**src/rtl/i2c_afr_pkg.sv**
```systemverilog
package i2c_afr_pkg;

   localparam int ADDR_W = 10;
   localparam int BYTE_W = 8;

   localparam logic [4:0] TEN_PREFIX = 5'b11110;

   typedef enum logic [1:0] {
      PH_IDLE = 2'd0,
      PH_ADR1 = 2'd1,
      PH_ADR2 = 2'd2,
      PH_DATA = 2'd3
   } phase_t;

   typedef enum logic [2:0] {
      RC_OK       = 3'd0,
      RC_NACK_A1  = 3'd1,
      RC_NACK_A2  = 3'd2,
      RC_NACK_DAT = 3'd3,
      RC_ARB_LOST = 3'd4
   } result_t;

   typedef struct packed {
      logic              ten;
      logic              rnw;
      logic [ADDR_W-1:0] addr;
   } req_t;

endpackage

```
**src/rtl/i2c_afr_req_latch.sv**
```systemverilog
module i2c_afr_req_latch
   import i2c_afr_pkg::*;
#(
   parameter bit TEN_BIT_EN = 1'b1
) (
   input  logic              clk,
   input  logic              rst_n,
   input  logic              accept_i,
   input  logic              mode10_i,
   input  logic              rnw_i,
   input  logic [ADDR_W-1:0] addr_i,
   output req_t              req_o
);

   logic ten_eff;

   generate
      if (TEN_BIT_EN) begin : g_ten
         assign ten_eff = mode10_i;
      end else begin : g_seven
         assign ten_eff = 1'b0;
      end
   endgenerate

   always_ff @(posedge clk) begin
      if (!rst_n) begin
         req_o <= '0;
      end else if (accept_i) begin
         req_o.ten  <= ten_eff;
         req_o.rnw  <= rnw_i;
         req_o.addr <= addr_i;
      end
   end

endmodule

```
**src/rtl/i2c_afr_seq.sv**
```systemverilog
module i2c_afr_seq
   import i2c_afr_pkg::*;
#(
   parameter int CNT_W = 4
) (
   input  logic             clk,
   input  logic             rst_n,
   input  logic             start_i,
   input  logic             ten_i,
   input  logic [CNT_W-1:0] pay_len_i,
   input  logic             ack_valid_i,
   input  logic             ack_nack_i,
   input  logic             arb_lost_i,
   output logic             accept_o,
   output phase_t           phase_o,
   output logic             done_o,
   output logic             take_o,
   output result_t          result_o
);

   phase_t           phase_q, phase_n;
   logic [CNT_W-1:0] left_q, left_n;
   logic             fin_n, take_n;
   result_t          code_n;

   assign accept_o = start_i && (phase_q == PH_IDLE);
   assign phase_o  = phase_q;

   always_comb begin
      phase_n = phase_q;
      left_n  = left_q;
      fin_n   = 1'b0;
      take_n  = 1'b0;
      code_n  = RC_OK;
      case (phase_q)
         PH_IDLE: begin
            if (start_i) begin
               phase_n = PH_ADR1;
               left_n  = pay_len_i;
            end
         end
         PH_ADR1: begin
            if (ack_valid_i) begin
               if (arb_lost_i) begin
                  fin_n  = 1'b1;
                  code_n = RC_ARB_LOST;
               end else if (ack_nack_i) begin
                  fin_n  = 1'b1;
                  code_n = RC_NACK_A1;
               end else if (ten_i) begin
                  phase_n = PH_ADR2;
               end else if (left_q == '0) begin
                  fin_n = 1'b1;
               end else begin
                  phase_n = PH_DATA;
               end
            end
         end
         PH_ADR2: begin
            if (ack_valid_i) begin
               if (arb_lost_i) begin
                  fin_n  = 1'b1;
                  code_n = RC_ARB_LOST;
               end else if (ack_nack_i) begin
                  fin_n  = 1'b1;
                  code_n = RC_NACK_A2;
               end else if (left_q == '0) begin
                  fin_n = 1'b1;
               end else begin
                  phase_n = PH_DATA;
               end
            end
         end
         PH_DATA: begin
            if (ack_valid_i) begin
               if (arb_lost_i) begin
                  fin_n  = 1'b1;
                  code_n = RC_ARB_LOST;
               end else if (ack_nack_i) begin
                  fin_n  = 1'b1;
                  code_n = RC_NACK_DAT;
               end else begin
                  take_n = 1'b1;
                  left_n = left_q - 1'b1;
                  if (left_q == {{(CNT_W-1){1'b0}}, 1'b1}) begin
                     fin_n = 1'b1;
                  end
               end
            end
         end
         default: phase_n = PH_IDLE;
      endcase
      if (fin_n) begin
         phase_n = PH_IDLE;
      end
   end

   always_ff @(posedge clk) begin
      if (!rst_n) begin
         phase_q  <= PH_IDLE;
         left_q   <= '0;
         done_o   <= 1'b0;
         take_o   <= 1'b0;
         result_o <= RC_OK;
      end else begin
         phase_q <= phase_n;
         left_q  <= left_n;
         done_o  <= fin_n;
         take_o  <= take_n;
         if (fin_n) begin
            result_o <= code_n;
         end
      end
   end

endmodule

```
**src/rtl/i2c_afr_byte_build.sv**
```systemverilog
module i2c_afr_byte_build
   import i2c_afr_pkg::*;
(
   input  phase_t            phase_i,
   input  req_t              req_i,
   input  logic [BYTE_W-1:0] pay_data_i,
   output logic [BYTE_W-1:0] byte_o
);

   logic [BYTE_W-1:0] seven_byte, ten_first, ten_second;

   assign seven_byte = {req_i.addr[6:0], req_i.rnw};
   assign ten_first  = {TEN_PREFIX, req_i.addr[9:8], req_i.rnw};
   assign ten_second = req_i.addr[7:0];

   always_comb begin
      case (phase_i)
         PH_ADR1: byte_o = req_i.ten ? ten_first : seven_byte;
         PH_ADR2: byte_o = ten_second;
         PH_DATA: byte_o = pay_data_i;
         default: byte_o = '0;
      endcase
   end

endmodule

```
**src/rtl/i2c_addr_framer.sv**
```systemverilog
module i2c_addr_framer
   import i2c_afr_pkg::*;
#(
   parameter int CNT_W      = 4,
   parameter bit TEN_BIT_EN = 1'b1
) (
   input  logic             clk,
   input  logic             rst_n,
   input  logic             start_i,
   input  logic             mode10_i,
   input  logic             rnw_i,
   input  logic [9:0]       addr_i,
   input  logic [CNT_W-1:0] pay_len_i,
   input  logic [7:0]       pay_data_i,
   output logic             pay_take_o,
   output logic             tx_valid_o,
   output logic [1:0]       tx_kind_o,
   output logic [7:0]       tx_byte_o,
   input  logic             ack_valid_i,
   input  logic             ack_nack_i,
   input  logic             arb_lost_i,
   output logic             busy_o,
   output logic             done_o,
   output logic [2:0]       status_o
);

   generate
      if (CNT_W < 1 || CNT_W > 16) begin : g_bad_cnt
         $error("i2c_addr_framer: CNT_W must lie in 1..16");
      end
   endgenerate

   logic    accept;
   req_t    req;
   phase_t  phase;
   result_t result;

   i2c_afr_req_latch #(.TEN_BIT_EN(TEN_BIT_EN)) u_latch (
      .clk      (clk),
      .rst_n    (rst_n),
      .accept_i (accept),
      .mode10_i (mode10_i),
      .rnw_i    (rnw_i),
      .addr_i   (addr_i),
      .req_o    (req)
   );

   i2c_afr_seq #(.CNT_W(CNT_W)) u_seq (
      .clk         (clk),
      .rst_n       (rst_n),
      .start_i     (start_i),
      .ten_i       (req.ten),
      .pay_len_i   (pay_len_i),
      .ack_valid_i (ack_valid_i),
      .ack_nack_i  (ack_nack_i),
      .arb_lost_i  (arb_lost_i),
      .accept_o    (accept),
      .phase_o     (phase),
      .done_o      (done_o),
      .take_o      (pay_take_o),
      .result_o    (result)
   );

   i2c_afr_byte_build u_build (
      .phase_i    (phase),
      .req_i      (req),
      .pay_data_i (pay_data_i),
      .byte_o     (tx_byte_o)
   );

   assign busy_o     = (phase != PH_IDLE);
   assign tx_valid_o = busy_o;
   assign tx_kind_o  = phase;
   assign status_o   = result;

endmodule

```
**config.mk**
```make
export PLATFORM = sky130hd
export DESIGN_NAME = i2c_addr_framer
export DESIGN_NICKNAME = d
export VERILOG_FILES = /design/src/rtl/i2c_afr_pkg.sv /design/src/rtl/i2c_afr_req_latch.sv /design/src/rtl/i2c_afr_seq.sv /design/src/rtl/i2c_afr_byte_build.sv /design/src/rtl/i2c_addr_framer.sv
export SDC_FILE = /design/constraint.sdc
export NUM_CORES = 1
export LEC_CHECK = 0
export CAP_MARGIN = 20
export CORE_AREA = 2 2 71 53
export DETAILED_ROUTE_END_ITERATION = 8
export DIE_AREA = 0 0 73 55
export GPL_TIMING_DRIVEN = 0
export PLACE_DENSITY = 0.77
export SLEW_MARGIN = 15
export SYNTH_ARGS = -nofsm -noshare
export SYNTH_HDL_FRONTEND = slang
export SYNTH_HIERARCHICAL = 1
export SYNTH_SLANG_ARGS = --single-unit
```
**constraint.sdc**
```tcl
create_clock -name clk -period 2.2 [get_ports clk]
set_clock_uncertainty 0.15 [all_clocks]
set_input_delay 0.22 -clock clk [delete_from_list [all_inputs] [get_ports clk]]
set_output_delay 0.22 -clock clk [all_outputs]
set_load 0.03 [all_outputs]
```
==> impl_metrics.py <==
metrics = {
    "run_status": {
        "status": "complete, no violations",
    },
    "synth": {
        "syn-num-nets": 195,
        "synthesis.area_um2": 1470,
        "synth_xor_area_share_pct": 0,
        "yosys.area_share.simple_pct": 28.3,
        "ys_warn_count": 6,
        "synth_seq_cells": 23,
        "synth_area_leader_cell": "dfxtp_1",
        "syn_inst": 158,
        "synth-edff-count": 0,
        "synth_top_flop_cell": "dfxtp_1",
        "synth_fa_ha_area_share_pct": 5.96,
        "postSynthAreaPerCell_um2": 9.30,
        "muxShareOfSynthArea_pct": 11.0,
        "synth_compound_gate_area_share_pct": 17.5,
        "synth.area.top_cells": "dfxtp_1, mux2i_1, nor2b_1",
        "ys_types": 40,
        "synth_seq_area_share_pct": 31.3,
        "synth_top_family_by_area": "simple AND/OR/NAND/NOR gates",
        "ys_async_sr_fraction_pct": 0,
        "synth_top_area_share_pct": 31.3,
    },
    "pwr": {
        "swShare_pct": 37.5,
        "pwr-share-comb_pct": 45.7,
        "switching_power_w": 0.000544,
        "p_leak_nw": 0.834,
        "peakVddDrop_uv": 475,
        "pwr-share-seq_pct": 36.1,
        "internal_power_w": 0.000906,
        "power_density_nw_per_um2": 718,
        "clkPwrFrac_pct": 18.2,
    },
    "hold_path": {
        "min_from": "u_seq/result_o[0]",
        "whs_endpoint": "u_seq/result_o[0]",
        "min_path_type": "reg -> reg",
        "hold_depth": 1,
    },
    "clocking": {
        "cts.path.max_buffers": 2,
        "clock_latency_ns": 0.26,
        "htreeDepth": 1,
        "holdBufCountCts": 0,
        "cts.sinks": 23,
        "clkTransAtPathRegs_ns": 0.08,
        "post-cts-setup-buffers": 0,
        "numCtsBuffers": 3,
        "cts_tree": "built",
        "cts_root_buf": "clkbuf_8",
    },
    "cells_and_area": {
        "drive_above_1_share_pct": 9.62,
        "final_nets": 246,
        "area_growth_pct": 37.5,
        "fin_area_um2": 2020,
        "antenna_cells": 0,
    },
    "floorplanning": {
        "die_y_um": 55,
        "dieArea_um2": 4020,
        "core_um2": 3360,
        "fp.dieW_um": 73,
        "io-pin-count": 47,
        "initial_utilization_pct": 43.8,
        "rows": 18,
    },
    "worst_setup_path": {
        "cp.required_ns": 1.83,
        "cp.arrival_ns": 1.73,
        "worst-r2r-cell-count": 6,
        "cp-start-kind": "flip-flop",
        "path_class": "reg -> out",
        "cp_max_fo": 17,
        "reg2reg_from": "u_seq/phase_o[0]",
        "r2r_slack_ns": 0.14,
        "endpoint_kind": "output pin",
        "reg2reg_to": "u_seq/phase_o[0]",
    },
    "timing": {
        "slew_headroom_pct": 71.2,
        "worst_pin_slew_ns": 0.432,
        "max_freq_mhz": 476,
        "fin_crit_sh_pct": 95.4,
        "rsz0062_at_grt": "no",
        "fin_setup_tns_ns": 0,
        "layout_min_cycle_time_ns": 2.10,
        "drv_slew": 0,
        "finalHoldViolCount": 0,
        "setup_viol": 0,
    },
    "routing": {
        "met2WireLength_mm": 1.73,
        "drt-wirelength-per-cell_um": 14.9,
        "drtIter0Drc": 79,
        "vias": 1340,
        "drc": 0,
        "drtPass1Iterations": 4,
        "vias_per_cell": 5.40,
        "met3_length_um": 106,
        "top_layer": "met4",
        "final_antenna_net_count": 0,
        "drt_wl_total_mm": 3.69,
        "met1_length_mm": 1.84,
    },
    "grt": {
        "grt_pass1_vias": 1294,
        "grt_overflow": 0,
        "grt_max_degree": 18,
        "antenna_found_initial": 0,
        "grt_first_pass_wirelength_mm": 6.04,
        "grt.total_usage_pct": 19.0,
    },
    "placed_design": {
        "gp_congestion": 0.914,
        "place_hpwl_mm": 2.86,
        "io_buffers": 46,
        "postPlaceCellArea_um2": 1980,
    },
    "run": {
        "maxCapViolations": 0,
    },
}
[cell usage in the layout (no fill, tap or decap), types with 3 or more instances in the layout]
master | Yosys | layout
and3_1 | 4 | 4
nor2_1 | 5 | 4
clkbuf_1 | 4 | 4
clkbuf_8 | 0 | 3
o21ai_0 | 4 | 4
inv_1 | 9 | 9
nand2_1 | 7 | 7
or2b_1 | 4 | 4
dfxtp_1 | 23 | 21
clkdlybuf4s50_1 | 0 | 38
dlygate4sd2_1 | 0 | 7
a32o_1 | 5 | 5
nand3b_1 | 3 | 3
o211ai_1 | 3 | 3
nand2b_1 | 3 | 3
o2bb2ai_1 | 4 | 4
a21oi_1 | 5 | 5
ha_1 | 7 | 7
nor2b_1 | 17 | 17
or3_1 | 7 | 7
mux2i_1 | 15 | 15
[kinds of logic after synthesis]
| family | after synthesis |
|---|---|
| DFF | 23 |
| and+or+nand+nor | 63 |
| muxes | 16 |
| buffers and inverters | 17 |
| AOI/OAI and AO/OA | 32 |
| adders and majority gates | 7 |
[area by class of cell]
cell class,instances,area [um^2]
Fill cell,277,1340
Multi-Input combinational cell,118,925
Sequential cell,23,465
Timing Repair Buffer,46,447
Buffer,8,53.8
Tap cell,40,50.0
Clock buffer,4,45.0
Inverter,9,33.8
[synth_stat cells, types with 2 or more instances]
cell       number
dfxtp_1        23
nor2b_1        17
mux2i_1        15
inv_1           9
ha_1            7
nand2_1         7
or3_1           7
a21oi_1         5
a32o_1          5
nor2_1          5
and3_1          4
clkbuf_1        4
o21ai_0         4
o2bb2ai_1       4
or2b_1          4
nand2b_1        3
nand3b_1        3
o211ai_1        3
buf_4           2
buf_6           2
nand3_1         2
nor3b_2         2
o22ai_1         2
o311a_1         2
or3b_1          2
[per-stage QoR]
stage	power, W	hold slack, ns	util, %	setup WS, ns	cells
detailed placement	0.00120	0.308	59.0	0.0281	244
floorplan	0.000967	0.198	-	0.0758	158
CTS	0.00144	0.330	60.2	0.0172	248
finish	0.00145	0.326	60.2	0.101	248
global route	0.00154	0.353	60.2	0.00843	248
global placement	0.00118	0.303	59.0	0.0580	244
[worst max path at each step]
stage / startpoint / endpoint / slack, ns / cells after the start
5_1_grt: u_seq/phase_o[0] / u_seq/phase_o[1] / 0.008 / 6
2_1_floorplan: u_seq/phase_o[0] / u_seq/phase_o[0] / 0.08 / 6
4_1_cts: u_seq/phase_o[0] / u_seq/phase_o[0] / 0.02 / 6
3_3_place_gp: u_seq/phase_o[1] / tx_byte_o[3] / 0.06 / 4
6_report: u_seq/phase_o[1] / tx_byte_o[0] / 0.10 / 4
3_5_place_dp: u_seq/phase_o[0] / tx_byte_o[2] / 0.03 / 4
[critical path: stages, from the launching register on]
cell,delay (ns)
dfxtp_4,0.45
buf_6,0.16
mux2_2,0.34
a22o_1,0.18
dlygate4sd2_1,0.35
[metal layers]
metal	up-vias	global-route usage (%)
li1	673	-
met1	635	27.2
met2	28	31.7
met3	4	2.54
met4	0	2.16
met5	-	0
[power groups by stage]
stage / Combinational [W] / Clock [W] / Sequential [W]
final: 0.000662 / 0.000264 / 0.000524
after global routing: 0.000717 / 0.000288 / 0.000533
after CTS: 0.000655 / 0.000269 / 0.000521
after detailed placement: 0.000667 / 0 / 0.000531
after global placement: 0.000645 / 0 / 0.000530
after floorplan: 0.000432 / 0 / 0.000534
[flip-flops by register name (all words and copies together), names as in the netlist]
| name | flops |
|---|---|
| u_latch/req_o | 12 |
| u_seq/done_o | 1 |
| u_seq/left_q | 4 |
| u_seq/phase_o | 2 |
| u_seq/result_o | 3 |
| u_seq/take_o | 1 |
[repair_timing]
action	in CTS	in global routing
pin swaps	0	1
resized for setup	10	5
setup endpoints to repair	8	7
No activity file was read; power rests on OpenSTA's default activity.
